$ cat config.mk
export PLATFORM = sky130hd
export DESIGN_NAME = aluLeftSel
export DESIGN_NICKNAME = d
export VERILOG_FILES = /design/src/rtl/aluLeftPkg.sv /design/src/rtl/aluLeftCtrl.sv /design/src/rtl/aluLeftPath.sv /design/src/rtl/aluLeftSel.sv
export SDC_FILE = /design/constraint.sdc
export NUM_CORES = 1
export LEC_CHECK = 0
export BUFFER_PORTS_ARGS = -buffer_cell sky130_fd_sc_hd__buf_2
export CORE_MARGIN = 8
export CORE_UTILIZATION = 36
export CTS_BUF_LIST = sky130_fd_sc_hd__clkbuf_2
export DETAILED_ROUTE_END_ITERATION = 6
export PLACE_DENSITY = 0.86
export SLEW_MARGIN = 20
export SYNTH_ARGS = -nofsm -noshare
export SYNTH_HDL_FRONTEND = slang
export SYNTH_HIERARCHICAL = 1
export SYNTH_SLANG_ARGS = --single-unit
$ cat constraint.sdc
create_clock -name clk -period 0.8 [get_ports clk]
set_input_delay 0.04 -clock clk [delete_from_list [all_inputs] [get_ports clk]]
set_output_delay 0.04 -clock clk [all_outputs]
set_load 0.005 [all_outputs]
$ cat src/rtl/aluLeftPkg.sv
package aluLeftPkg;
  // one output strobe per left-operand source
  typedef struct packed {
    logic xOe;
    logic x7Oe;
    logic yOe;
    logic accOe;
    logic tmpOe;
  } srcStrobes_t;
endpackage

$ cat src/rtl/aluLeftCtrl.sv
module aluLeftCtrl
  import aluLeftPkg::*;
(
  input  logic        xShareEn,
  input  logic        ySel,
  input  logic        accSel,
  input  logic        tmpSel,
  input  logic        pcHiLoad,
  input  logic        arHiLoad,
  output srcStrobes_t strobes
);
  logic addrHiDest;

  // destination is an address high byte: use the sign-fill view of X
  assign addrHiDest = pcHiLoad | arHiLoad;

  always_comb begin
    strobes.xOe   = xShareEn & ~addrHiDest;
    strobes.x7Oe  = xShareEn &  addrHiDest;
    strobes.yOe   = ySel;
    strobes.accOe = accSel;
    strobes.tmpOe = tmpSel;
  end
endmodule

$ cat src/rtl/aluLeftPath.sv
module aluLeftPath
  import aluLeftPkg::*;
#(
  parameter int DATA_W = 8
) (
  input  logic              clk,
  input  logic              rst,
  input  logic [DATA_W-1:0] dataBus,
  input  logic              yLoad,
  input  logic [DATA_W-1:0] xVal,
  input  logic [DATA_W-1:0] accVal,
  input  logic [DATA_W-1:0] tmpVal,
  input  srcStrobes_t       strobes,
  output logic [DATA_W-1:0] aluLeft,
  output logic [DATA_W-1:0] yVal
);
  localparam int NUM_SRC  = 5;
  localparam int SIGN_BIT = DATA_W - 1;

  logic [DATA_W-1:0] yReg;
  logic [DATA_W-1:0] srcVec    [NUM_SRC];
  logic [DATA_W-1:0] maskedVec [NUM_SRC];
  logic [NUM_SRC-1:0] enVec;

  always_ff @(posedge clk) begin
    if (rst)        yReg <= '0;
    else if (yLoad) yReg <= dataBus;
  end

  assign yVal = yReg;

  assign srcVec[0] = xVal;
  assign srcVec[1] = {DATA_W{xVal[SIGN_BIT]}};
  assign srcVec[2] = yReg;
  assign srcVec[3] = accVal;
  assign srcVec[4] = tmpVal;
  assign enVec = {strobes.tmpOe, strobes.accOe, strobes.yOe, strobes.x7Oe, strobes.xOe};

  genvar g;
  generate
    for (g = 0; g < NUM_SRC; g++) begin : gMask
      assign maskedVec[g] = enVec[g] ? srcVec[g] : '0;
    end
  endgenerate

  always_comb begin
    aluLeft = '0;
    for (int i = 0; i < NUM_SRC; i++) aluLeft = aluLeft | maskedVec[i];
  end
endmodule

$ cat src/rtl/aluLeftSel.sv
module aluLeftSel
  import aluLeftPkg::*;
#(
  parameter int DATA_W = 8
) (
  input  logic              clk,
  input  logic              rst,
  input  logic [DATA_W-1:0] dataBus,
  input  logic              yLoad,
  input  logic [DATA_W-1:0] xVal,
  input  logic [DATA_W-1:0] accVal,
  input  logic [DATA_W-1:0] tmpVal,
  input  logic              xShareEn,
  input  logic              ySel,
  input  logic              accSel,
  input  logic              tmpSel,
  input  logic              pcHiLoad,
  input  logic              arHiLoad,
  output logic [DATA_W-1:0] aluLeft
);
  srcStrobes_t       strobes;
  logic [DATA_W-1:0] yVal;

  aluLeftCtrl ctrl_i (
    .xShareEn(xShareEn), .ySel(ySel), .accSel(accSel), .tmpSel(tmpSel),
    .pcHiLoad(pcHiLoad), .arHiLoad(arHiLoad), .strobes(strobes)
  );

  aluLeftPath #(.DATA_W(DATA_W)) path_i (
    .clk(clk), .rst(rst), .dataBus(dataBus), .yLoad(yLoad), .xVal(xVal),
    .accVal(accVal), .tmpVal(tmpVal), .strobes(strobes),
    .aluLeft(aluLeft), .yVal(yVal)
  );
endmodule

==> results.sh <==
export IMPL_cts_root_buffer_cell="sky130_fd_sc_hd__clkbuf_2"
export IMPL_detail_route_vias_per_cell=5.41
export IMPL_post_route_cells_drive_above_1_share_pct=67.6
export IMPL_routed_wl_mm=1.90
export IMPL_rsz0062_at_grt="yes"
export IMPL_core_area_sq_um=1320
export IMPL_drt_iter0_markers=12
export IMPL_die_width_um=53.6
export IMPL_final_max_slew_viol_count=0
export IMPL_synthesized_net_count=101
export IMPL_clk_pin_slew_ps=70
export IMPL_grt_antenna_before_repair=0
export IMPL_number_of_flip_flops_under_the_largest_register_name=8
export IMPL_die_height_um=53.6
export IMPL_post_synth_top_area_fraction_pct=31.4
export IMPL_grt_pass1_vias=675
export IMPL_place_detailed_hpwl_mm=1.56
export IMPL_power_switching_fraction_pct=28.2
export IMPL_met1_track_utilization_from_global_routing_pct=13.2
export IMPL_min_period_ps=1150
export IMPL_grt_util_met3_pct=2.75
export IMPL_synth_seq_area_share_pct=31.4
export IMPL_worst_pin_slew_ps=342
export IMPL_top_level_ports=49
export IMPL_grtUsageMet2_pct=23.0
export IMPL_layout_commonest_cell="sky130_fd_sc_hd__buf_2"
export IMPL_synthesis_yosys_warnings=6
export IMPL_num_vias=665
export IMPL_cts_htree_levels=1
export IMPL_gr_usage_all_layers_pct=12.4
export IMPL_rows=13
export IMPL_tritoncts="yes"
export IMPL_cellInternalPower_uw=731
export IMPL_netlist_cell_type_count=14
export IMPL_critical_path_cell_chain="a222oi_1 -> nand2_1 -> buf_2"
export IMPL_clock_path_buffers=2
export IMPL_timing_hold_worst_class="input port to register"
export IMPL_power_static_leakage_nw=0.436
export IMPL_numCtsBuffers=3
export IMPL_gp_congestion=0.770
export IMPL_fmax_ghz=0.866
export IMPL_power_density_nw_per_um2=1200
export IMPL_area_delta_synth_final_pct=66.6
export IMPL_ys_seq_elements=8
export IMPL_clkPwrFrac_pct=21.8
export IMPL_synth_area_leader_cell="sky130_fd_sc_hd__dfxtp_1"
export IMPL_maximum_cell_stage_delay_along_the_critical_path_ps=360
export IMPL_dieArea_sq_um=2870
export IMPL_layout_cells_most_common_list="46 x sky130_fd_sc_hd__buf_2, 8 x sky130_fd_sc_hd__mux2i_1, 8 x sky130_fd_sc_hd__nor2_1, 8 x sky130_fd_sc_hd__dfxtp_2"
export IMPL_critPathArrivalTime_ps=1110
export IMPL_drt_first_pass_iters=4
export IMPL_worst_clock_skew_ps=0
export IMPL_combPwrFrac_pct=34.6
export IMPL_critical_path_endpoint_type="output pin"
export IMPL_synthesis_area_per_instance_sq_um=8.49
export IMPL_critical_path_peak_fanout=2
export IMPL_port_buffers=48
export IMPL_drc_violations=0
export IMPL_diodes=0
export IMPL_drt_wirelength_per_cell_um=15.4
export IMPL_status="complete, but fails checks"
export IMPL_finalSetupViolations=9
export IMPL_critical_path_slowest_cell="sky130_fd_sc_hd__a222oi_1"
export IMPL_ctsHoldBuffers=0
export IMPL_part_of_the_total_power_dissipated_in_sequential_elements_pct=43.6
export IMPL_switching_power_uw=288
export IMPL_nNetsFinal=151
export IMPL_finalHoldViolations=0
export IMPL_mappedNetlistArea_sq_um=509
export IMPL_postLayoutSetupSlackWorst_ps=-354
export IMPL_grt_first_pass_wirelength_mm=2.77
export IMPL_grt_start_max_net_pins=9
export IMPL_failing_checks="setup timing"
export IMPL_ant_nets=0
export IMPL_vdd_drop_max_mv=0.764
export IMPL_floorplan_initialDensity_pct=38.7
export IMPL_clkSinkCount=8
export IMPL_cap_viol_max_count=0
export IMPL_grt_busiest_layer="met2"
export IMPL_totalPowerFinal_mw=1.02
export IMPL_timing_final_crit_share_pct=144
export IMPL_crit_type="register to output pin"
export IMPL_hold_ws_ps=48.7
export IMPL_grt_overflow_total=0
export IMPL_post_synth_inst_count=60
export IMPL_worstPathRequired_ps=760
export IMPL_startpoint_type="register"
export IMPL_worst_skew_pair_late_latency_ps=220
export IMPL_timing_slew_headroom_pct=77.2
export IMPL_post_synth_main_area_contributors="sky130_fd_sc_hd__dfxtp_1 31%, sky130_fd_sc_hd__a22oi_1 21%, sky130_fd_sc_hd__mux2i_1 16%"
-- cells in the mapped netlist --
cell,n
sky130_fd_sc_hd__a22oi_1,14
sky130_fd_sc_hd__dfxtp_1,8
sky130_fd_sc_hd__mux2i_1,8
sky130_fd_sc_hd__nor2_1,8
sky130_fd_sc_hd__nand3_1,7
sky130_fd_sc_hd__buf_4,4
sky130_fd_sc_hd__clkbuf_1,3
sky130_fd_sc_hd__nand2_1,2
sky130_fd_sc_hd__a222oi_1,1
sky130_fd_sc_hd__buf_1,1
sky130_fd_sc_hd__buf_6,1
sky130_fd_sc_hd__nor3b_2,1
sky130_fd_sc_hd__o21a_1,1
sky130_fd_sc_hd__o21ai_1,1
-- kinds of logic (layout without fill, tap and decap cells) --
| group | count (synthesis) | in the layout | share of synthesized area [%] |
|---|---|---|---|
| AND/OR/NAND/NOR | 18 | 18 | 16.7 |
| AO/OA/AOI/OAI | 17 | 17 | 25.1 |
| buffers and inverters | 9 | 57 | 11.1 |
| flip-flops | 8 | 8 | 31.4 |
| multiplexers | 8 | 8 | 15.7 |
-- power by group through the flow --
stage	registers (mW)	logic, mW	clock network [mW]
floorplan	0.440	0.158	0
global placement	0.444	0.288	0
detailed placement	0.445	0.294	0
CTS	0.443	0.335	0.226
global route	0.447	0.387	0.241
finish	0.445	0.352	0.222
-- layout make-up --
cell class | count | area (sq um)
clock buffers | 3 | 15.0
fillers | 116 | 469
multi-input cells | 43 | 334
flip-flops and latches | 8 | 170
well taps | 15 | 18.8
repair buffers | 54 | 310
-- repair_timing --
action | 4_1_cts | 5_1_grt
gates resized for setup | 16 | 2
cloned | 0 | 0
hold endpoints to repair | 0 | 0
endpoints found under the setup margin | 8 | 8
buffers inserted | 3 | 3
pin swaps | 11 | 6
-- critical path: cells and delay by family (launching register included) --
family	cells	cell delay, ps
AO/OA/AOI/OAI	1	360
buffers and inverters	1	140
flip-flops	1	320
AND/OR/NAND/NOR	1	80
-- worst paths after layout --
| check | start | end | slack (ps) | cells after the start |
|---|---|---|---|---|
| max | path_i/yVal[7] | aluLeft[7] | -350 | 3 |
| min | dataBus[3] | path_i/yVal[3] | 50 | 3 |
| max reg2reg | path_i/yVal[2] | path_i/yVal[2] | -80 | 4 |
| min reg2reg | path_i/yVal[7] | path_i/yVal[7] | 500 | 2 |
-- layer usage --
metal	share of wire (%)	routed length [um]	up-vias
met4	1.0	19	0
met1	38	728	322
li1	-	-	317
met3	6.3	120	2
met5	0	0	-
met2	54	1030	24
-- metrics by stage --
step	utilization (%)	setup TNS [ps]	cell area, sq um	cells	worst slack [ps]
floorplan	-	0	509	60	89.6
detailed placement	54.0	-1650	712	114	-237
CTS	61.3	-1610	807	120	-342
global route	64.4	-2010	848	123	-471
finish	64.4	-1550	848	123	-354
global placement	54.0	-1430	712	114	-200
(Power assumes the default switching activity.)
